<file path="src/rtl/cq_pin_irq_pkg.sv">
package cq_pin_irq_pkg;
  localparam int unsigned NUM_Q    = 64;
  localparam int unsigned QID_W    = 7;
  localparam int unsigned MASK_W   = 32;
  localparam int unsigned PTR_W    = 16;
  localparam int unsigned ADDR_W   = 5;
  localparam logic [ADDR_W-1:0] OFF_MSET = 5'h0C;
  localparam logic [ADDR_W-1:0] OFF_MCLR = 5'h10;
endpackage

</file>
<file path="src/rtl/cq_pend_vec.sv">
module cq_pend_vec #(
  parameter int unsigned NUM_Q = 64,
  parameter int unsigned QID_W = 7,
  parameter int unsigned PTR_W = 16
) (
  input  logic             clk_i,
  input  logic             rst_ni,
  input  logic             msix_en_i,
  input  logic             post_valid_i,
  input  logic [QID_W-1:0] post_qid_i,
  input  logic             post_ien_i,
  input  logic             db_valid_i,
  input  logic [QID_W-1:0] db_qid_i,
  input  logic             db_ien_i,
  input  logic [PTR_W-1:0] db_head_i,
  input  logic [PTR_W-1:0] db_tail_i,
  output logic [NUM_Q-1:0] pend_d_o,
  output logic [NUM_Q-1:0] pend_q_o
);
  localparam int unsigned IDX_W = $clog2(NUM_Q);

  logic [NUM_Q-1:0] set_vec, clr_vec, pend_q;
  logic post_ok, drain_ok;

  assign post_ok  = post_valid_i && post_ien_i && !msix_en_i;
  assign drain_ok = db_valid_i && db_ien_i && !msix_en_i && (db_head_i == db_tail_i);

  for (genvar g = 0; g < NUM_Q; g++) begin : g_q
    // ids >= NUM_Q match no bit and are dropped
    assign set_vec[g] = post_ok  && (post_qid_i == QID_W'(g));
    assign clr_vec[g] = drain_ok && (db_qid_i   == QID_W'(g));
  end

  // set after clear: a fresh completion beats a same-cycle drain
  assign pend_d_o = (pend_q & ~clr_vec) | set_vec;

  always_ff @(posedge clk_i or negedge rst_ni) begin
    if (!rst_ni) pend_q <= '0;
    else         pend_q <= pend_d_o;
  end
  assign pend_q_o = pend_q;

  a_r2_post_sets: assert property (@(posedge clk_i) disable iff (!rst_ni)
    (post_valid_i && post_ien_i && !msix_en_i && (post_qid_i < QID_W'(NUM_Q)))
    |=> pend_q[$past(post_qid_i[IDX_W-1:0])]);

  a_r3_disabled_post: assert property (@(posedge clk_i) disable iff (!rst_ni)
    (post_valid_i && !post_ien_i && !db_valid_i) |=> $stable(pend_q));

  a_r4_bad_qid: assert property (@(posedge clk_i) disable iff (!rst_ni)
    (post_valid_i && (post_qid_i >= QID_W'(NUM_Q)) && !db_valid_i) |=> $stable(pend_q));

  a_r5_drain_clears: assert property (@(posedge clk_i) disable iff (!rst_ni)
    (db_valid_i && db_ien_i && !msix_en_i && (db_head_i == db_tail_i)
     && (db_qid_i < QID_W'(NUM_Q)) && !(post_valid_i && post_ien_i && post_qid_i == db_qid_i))
    |=> !pend_q[$past(db_qid_i[IDX_W-1:0])]);

  a_r10_frozen: assert property (@(posedge clk_i) disable iff (!rst_ni)
    msix_en_i |=> $stable(pend_q));
endmodule

</file>
<file path="src/rtl/cq_mask_reg.sv">
module cq_mask_reg
  import cq_pin_irq_pkg::*;
#(
  parameter int unsigned MASK_W = 32
) (
  input  logic              clk_i,
  input  logic              rst_ni,
  input  logic              msix_en_i,
  input  logic              reg_we_i,
  input  logic [ADDR_W-1:0] reg_addr_i,
  input  logic [MASK_W-1:0] reg_wdata_i,
  output logic [MASK_W-1:0] reg_rdata_o,
  output logic [MASK_W-1:0] mask_d_o,
  output logic [MASK_W-1:0] mask_q_o
);
  logic [MASK_W-1:0] mask_q;
  logic hit_set, hit_clr;

  assign hit_set = reg_addr_i == OFF_MSET;
  assign hit_clr = reg_addr_i == OFF_MCLR;

  always_comb begin
    mask_d_o = mask_q;
    if (reg_we_i && !msix_en_i) begin
      if (hit_set)      mask_d_o = mask_q | reg_wdata_i;
      else if (hit_clr) mask_d_o = mask_q & ~reg_wdata_i;
    end
  end

  always_ff @(posedge clk_i or negedge rst_ni) begin
    if (!rst_ni) mask_q <= '0;
    else         mask_q <= mask_d_o;
  end

  assign mask_q_o    = mask_q;
  assign reg_rdata_o = (hit_set || hit_clr) ? mask_q : '0;

  a_r7_set_or: assert property (@(posedge clk_i) disable iff (!rst_ni)
    (reg_we_i && hit_set && !msix_en_i) |=> ((mask_q & $past(reg_wdata_i)) == $past(reg_wdata_i)));

  a_r7_clr_and: assert property (@(posedge clk_i) disable iff (!rst_ni)
    (reg_we_i && hit_clr && !msix_en_i) |=> ((mask_q & $past(reg_wdata_i)) == '0));

  a_r10_mask_frozen: assert property (@(posedge clk_i) disable iff (!rst_ni)
    msix_en_i |=> $stable(mask_q));
endmodule

</file>
<file path="src/rtl/cq_pin_drv.sv">
module cq_pin_drv #(
  parameter int unsigned NUM_Q  = 64,
  parameter int unsigned MASK_W = 32
) (
  input  logic              clk_i,
  input  logic              rst_ni,
  input  logic              msix_en_i,
  input  logic [NUM_Q-1:0]  pend_d_i,
  input  logic [MASK_W-1:0] mask_d_i,
  output logic              irq_o
);
  localparam int unsigned HI_W = NUM_Q - MASK_W;

  logic [NUM_Q-1:0] mask_ext;
  logic irq_q;

  // upper queues are never masked
  assign mask_ext = {{HI_W{1'b0}}, mask_d_i};

  always_ff @(posedge clk_i or negedge rst_ni) begin
    if (!rst_ni)         irq_q <= 1'b0;
    else if (!msix_en_i) irq_q <= |(pend_d_i & ~mask_ext);
  end
  assign irq_o = irq_q;

  a_r10_pin_hold: assert property (@(posedge clk_i) disable iff (!rst_ni)
    msix_en_i |=> $stable(irq_q));
endmodule

</file>
<file path="src/rtl/cq_pin_irq.sv">
module cq_pin_irq
  import cq_pin_irq_pkg::*;
(
  input  logic              clk_i,
  input  logic              rst_ni,
  input  logic              msix_en_i,
  input  logic              post_valid_i,
  input  logic [QID_W-1:0]  post_qid_i,
  input  logic              post_ien_i,
  input  logic              db_valid_i,
  input  logic [QID_W-1:0]  db_qid_i,
  input  logic              db_ien_i,
  input  logic [PTR_W-1:0]  db_head_i,
  input  logic [PTR_W-1:0]  db_tail_i,
  input  logic              reg_we_i,
  input  logic [ADDR_W-1:0] reg_addr_i,
  input  logic [MASK_W-1:0] reg_wdata_i,
  output logic [MASK_W-1:0] reg_rdata_o,
  output logic              irq_o
);
  logic [NUM_Q-1:0]  pend_d, pend_q;
  logic [MASK_W-1:0] mask_d, mask_q;

  cq_pend_vec #(.NUM_Q(NUM_Q), .QID_W(QID_W), .PTR_W(PTR_W)) u_pend (
    .clk_i, .rst_ni, .msix_en_i,
    .post_valid_i, .post_qid_i, .post_ien_i,
    .db_valid_i, .db_qid_i, .db_ien_i, .db_head_i, .db_tail_i,
    .pend_d_o(pend_d), .pend_q_o(pend_q)
  );

  cq_mask_reg #(.MASK_W(MASK_W)) u_mask (
    .clk_i, .rst_ni, .msix_en_i,
    .reg_we_i, .reg_addr_i, .reg_wdata_i, .reg_rdata_o,
    .mask_d_o(mask_d), .mask_q_o(mask_q)
  );

  cq_pin_drv #(.NUM_Q(NUM_Q), .MASK_W(MASK_W)) u_pin (
    .clk_i, .rst_ni, .msix_en_i,
    .pend_d_i(pend_d), .mask_d_i(mask_d), .irq_o
  );

  a_r12_pin_tracks: assert property (@(posedge clk_i) disable iff (!rst_ni)
    !msix_en_i |=> (irq_o == |(pend_q & ~{{(NUM_Q-MASK_W){1'b0}}, mask_q})));

  a_r9_upper_unmasked: assert property (@(posedge clk_i) disable iff (!rst_ni)
    !msix_en_i |=> ((|pend_q[NUM_Q-1:MASK_W]) -> irq_o));
endmodule

</file>
<file path="config.mk">
export PLATFORM = sky130hd
export DESIGN_NAME = cq_pin_irq
export DESIGN_NICKNAME = d
export VERILOG_FILES = /design/src/rtl/cq_pin_irq_pkg.sv /design/src/rtl/cq_pend_vec.sv /design/src/rtl/cq_mask_reg.sv /design/src/rtl/cq_pin_drv.sv /design/src/rtl/cq_pin_irq.sv
export SDC_FILE = /design/constraint.sdc
export NUM_CORES = 1
export LEC_CHECK = 0
export CAP_MARGIN = 20
export CELL_PAD_IN_SITES_DETAIL_PLACEMENT = 1
export CELL_PAD_IN_SITES_GLOBAL_PLACEMENT = 2
export CORE_UTILIZATION = 35
export DETAILED_ROUTE_END_ITERATION = 10
export DONT_BUFFER_PORTS = 1
export PLACE_DENSITY = 0.75
export SLEW_MARGIN = 40
export SYNTH_ARGS = -nofsm -noshare
export SYNTH_HDL_FRONTEND = slang
export SYNTH_SLANG_ARGS = --single-unit
</file>
<file path="constraint.sdc">
create_clock -name clk_i -period 1.8 [get_ports clk_i]
set_input_delay 0.18 -clock clk_i [delete_from_list [all_inputs] [get_ports clk_i]]
set_output_delay 0.18 -clock clk_i [all_outputs]
set_load 0.02 [all_outputs]
</file>
==> tab_implementation.tex <==
\begin{tabular}{lr}
\hline
Metric & Value \\
\hline
\multicolumn{2}{l}{\textbf{Finish}} \\
\quad Net total in the final layout & 891 \\
\quad Final non-filler cell area & 0.00806 sq mm \\
\quad Register area & 0.00243 sq mm \\
\quad Area growth from synthesis to layout & 39.5\% \\
\quad Area used by multi-input combinational logic & 0.00335 sq mm \\
\quad Share of final-layout standard cells stronger than drive strength 1 & 32.2\% \\
\quad Number of fillers in the final layout & 1875 \\
\multicolumn{2}{l}{\textbf{Hold path}} \\
\quad Worst hold path type & in -> async \\
\multicolumn{2}{l}{\textbf{Pwr}} \\
\quad PD cells & 657 mW/mm\^{}2 \\
\quad Leak Pwr & 3.53 nW \\
\quad Worst voltage drop across the vdd grid & 430 uV \\
\quad Post-route total power & 5.30 mW \\
\multicolumn{2}{l}{\textbf{Yosys}} \\
\quad Post-synth net total & 739 \\
\quad Top cell types by occurrence after synthesis & dfrtp\_1, a21oi\_1, nand2\_1 \\
\quad Most area-consuming cells after synthesis & dfrtp\_1, a32o\_1, a21oi\_1, and2\_1, nand2\_1 \\
\quad EDFF count, synth & 0 \\
\quad Proportion of synthesized chip area in sequential cells & 42.0\% \\
\quad Top flip-flop cell by instance count after synthesis & dfrtp\_1 \\
\quad Cell type with the highest aggregate area in the netlist & dfrtp\_1 \\
\quad Count of cell types in the netlist & 57 \\
\quad Most frequent cell after synthesis & dfrtp\_1 \\
\quad Mean post-synth cell area & 8.91 sq um \\
\quad Number of instances in the synthesized netlist & 648 \\
\quad Register bit count reported by yosys & 97 \\
\quad Yosys warnings & 0 \\
\quad Post-synthesis instance area & 0.00578 sq mm \\
\quad Share of synthesized flip-flops with an asynchronous set or reset & 100\% \\
\quad Fraction of synthesized cell area taken by the top area cell type & 42.0\% \\
\multicolumn{2}{l}{\textbf{Placement}} \\
\quad Port-buffer cells & 0 \\
\quad Placed inst area & 0.00737 sq mm \\
\quad Half-perimeter wire length after detailed placement & 18100 um \\
\quad Placer congestion estimate & 0.963 \\
\quad Worst-case setup slack after placement & -0.723 ns \\
\multicolumn{2}{l}{\textbf{Critical path}} \\
\quad Required time of the critical path & 2.02 ns \\
\quad Crit path launch & db\_qid\_i[6] \\
\quad Category of the worst setup path launch point & primary input \\
\quad Setup slack on the worst flop-to-flop path & -0.07 ns \\
\quad Kind of end point of the critical path & register \\
\quad R2r startpoint & u\_pend.pend\_q\_o[46] \\
\quad List of cells traversed by the critical path & and4bb\_1 > nand4\_1 > nor3\_4 > buf\_12 > buf\_8 > a311oi\_1 > or4\_4 > nor4\_4 > a32oi\_1 \\
\quad Worst-path fanout max & 17 \\
\quad Crit path arrival time & 2.27 ns \\
\quad Type of the setup path with the least slack & in -> reg \\
\quad Maximum cell stage delay along the critical path & 0.59 ns \\
\quad Worst Reg2Reg Path Length in Cells & 7 \\
\quad Critical path destination & u\_pin.irq\_o \\
\quad Worst R2R End & u\_pin.irq\_o \\
\quad Worst path slowest cell & or4\_4 \\
\multicolumn{2}{l}{\textbf{STA}} \\
\quad Setup WS post-layout & -0.256 ns \\
\quad RSZ-0062 raised after global routing & yes \\
\quad Max Slew Vio Count & 0 \\
\quad Final hold violations & 97 \\
\quad Minimum clock period after layout & 2.06 ns \\
\quad Number of failing setup endpoints in the final timing report & 1 \\
\quad Slew Limit Headroom & 54.1\% \\
\quad Slew @ Worst Pin & 0.687 ns \\
\quad Ratio of final minimum period to clock period & 114\% \\
\quad Worst clock skew on the final layout & 0.00852 ns \\
\quad Worst hold slack across all endpoints & -0.492 ns \\
\quad Highest achievable clock rate & 486 MHz \\
\multicolumn{2}{l}{\textbf{Routing}} \\
\quad Final WL & 24000 um \\
\quad Wire length per cell & 23.5 um \\
\quad Initial drt markers & 349 \\
\quad Number of iterations in the first detailed-routing pass & 5 \\
\quad Vias & 6036 \\
\quad Routed vias/inst & 5.91 \\
\quad Post-route ant nets & 0 \\
\quad Residual DRC & 0 \\
\multicolumn{2}{l}{\textbf{GRT}} \\
\quad Largest net degree at the start of global routing & 98 \\
\quad Grt total ovfl & 0 \\
\quad Number of antenna violations at the first check in global routing & 0 \\
\quad Via count of the first global-routing pass & 6248 \\
\quad Global-route wire length before repair & 35300 um \\
\quad All-layer global routing usage & 28.2\% \\
\multicolumn{2}{l}{\textbf{Run status}} \\
\quad Violated checks & negative hold slack, negative setup slack \\
\quad Status & complete, but fails checks \\
\multicolumn{2}{l}{\textbf{Clocking}} \\
\quad TritonCTS clock tree & yes \\
\quad Inserted Clock Buffers & 9 \\
\quad CTS H-tree depth & 3 \\
\quad Number of sinks handled by clock tree synthesis & 97 \\
\quad Number of hold buffers added after CTS & 1 \\
\quad Buffer depth of the longest clock path & 2 \\
\quad Clock-pin slew of the registers on the worst-case setup and hold paths & 0.08 ns \\
\quad Worst-Skew Late Latency & 0.36 ns \\
\quad Cell at the root of the clock tree & clkbuf\_16 \\
\multicolumn{2}{l}{\textbf{Die}} \\
\quad Initial Utilization & 36.1\% \\
\quad Horiz. Die Dim & 130 um \\
\quad Core region area & 0.0160 sq mm \\
\quad Height of the die & 130 um \\
\quad Number of top-level pins & 124 \\
\quad Area of the die & 0.0170 sq mm \\
\quad Standard-cell rows & 46 \\
\multicolumn{2}{l}{\textbf{Job}} \\
\quad Number of violations of the max-capacitance limit & 0 \\
\hline
\end{tabular}
-- power by group --
group	switching (mW)	internal, mW
Combinational	0.487	0.429
Clock	0.973	1.01
Sequential	0.0655	2.33
Total	1.53	3.77
-- critical path: cells and delay by family --
kind	cells	cell delay, ns
AO/OA/AOI/OAI	2	0.26
buffers and inverters	2	0.34
AND/OR/NAND/NOR	5	1.49
-- cells by family after synthesis --
family / Yosys count / share of synthesized area (%)
AOI/OAI and AO/OA: 174 / 22.1
buffers and inverters: 72 / 5.22
DFF: 97 / 42.0
and+or+nand+nor: 289 / 28.2
xor gates and xnor gates: 16 / 2.43
-- cell usage in the layout (no fill, tap or decap), types with 5 or more instances in the layout --
| master | synthesis | final |
|---|---|---|
| nand3_1 | 29 | 29 |
| nor2_1 | 46 | 46 |
| clkbuf_16 | 0 | 9 |
| nor2b_1 | 6 | 5 |
| nor3_1 | 15 | 14 |
| a21oi_1 | 56 | 53 |
| buf_12 | 0 | 14 |
| dfrtp_1 | 97 | 97 |
| a211oi_1 | 5 | 5 |
| a311oi_1 | 10 | 10 |
| and2_1 | 35 | 31 |
| nand2b_1 | 8 | 8 |
| a2111oi_1 | 0 | 6 |
| buf_4 | 0 | 170 |
| xnor2_2 | 0 | 7 |
| a31oi_1 | 26 | 25 |
| nand2_1 | 54 | 54 |
| inv_1 | 22 | 22 |
| a32o_1 | 31 | 31 |
| xnor2_1 | 16 | 9 |
| a41o_1 | 5 | 5 |
| nand4_1 | 30 | 30 |
| nor4_1 | 26 | 18 |
| a22oi_1 | 5 | 5 |
| nor4_4 | 0 | 5 |
| or2_2 | 7 | 7 |
-- routing by layer --
| metal | global-route usage (%) | vias to the layer above | part of all wire (%) |
|---|---|---|---|
| li1 | - | 2770 | - |
| met1 | 35.1 | 3019 | 42 |
| met2 | 47.3 | 199 | 48 |
| met3 | 5.37 | 48 | 6.0 |
| met4 | 13.2 | 0 | 3.9 |
| met5 | 0 | - | 0 |
-- state kept, by name, summed over array words and instances, names as in the netlist --
signal,count
u_pin.irq_o,1
u_pend.pend_q_o,64
u_mask.mask_q_o,32
-- per-stage QoR --
step / instances / hold slack (ns) / setup TNS (ns) / util [%]
after CTS: 1014 / -0.502 / -0.166 / 49.0
after floorplan: 648 / -0.116 / -0.230 / -
final: 1022 / -0.492 / -0.256 / 50.4
after detailed placement: 995 / -0.112 / -0.856 / 46.1
after global placement: 995 / -0.112 / -0.726 / 46.1
after global routing: 1021 / -0.505 / -0.347 / 50.3
-- worst min path at each step --
stage | start | slack (ns) | to
after CTS | rst_ni | -0.50 | u_mask.mask_q_o[17]
after floorplan | rst_ni | -0.12 | u_mask.mask_q_o[0]
after global routing | rst_ni | -0.50 | u_pend.pend_q_o[21]
after global placement | rst_ni | -0.11 | u_mask.mask_q_o[17]
after detailed placement | rst_ni | -0.11 | u_mask.mask_q_o[17]
final | rst_ni | -0.49 | u_mask.mask_q_o[17]
-- cell type report --
type                       count  share of cell area, %
clock inverter                 6                  0.714
clock buffer                  10                   2.97
timing repair buffer         191                   20.3
inverter                      22                   1.03
multi-input combinational    479                   41.5
antenna                        1                 0.0311
tap                          216                   3.35
sequential                    97                   30.1
-- timing repair --
item                       in CTS  in global routing
setup endpoints to repair       1                 30
pin swaps                       6                 13
gates resized for setup        29                 27
buffers inserted                2                  6
hold endpoints to repair       98                 97
gates cloned                    0                  1
Power figures use the tool's default switching activity.
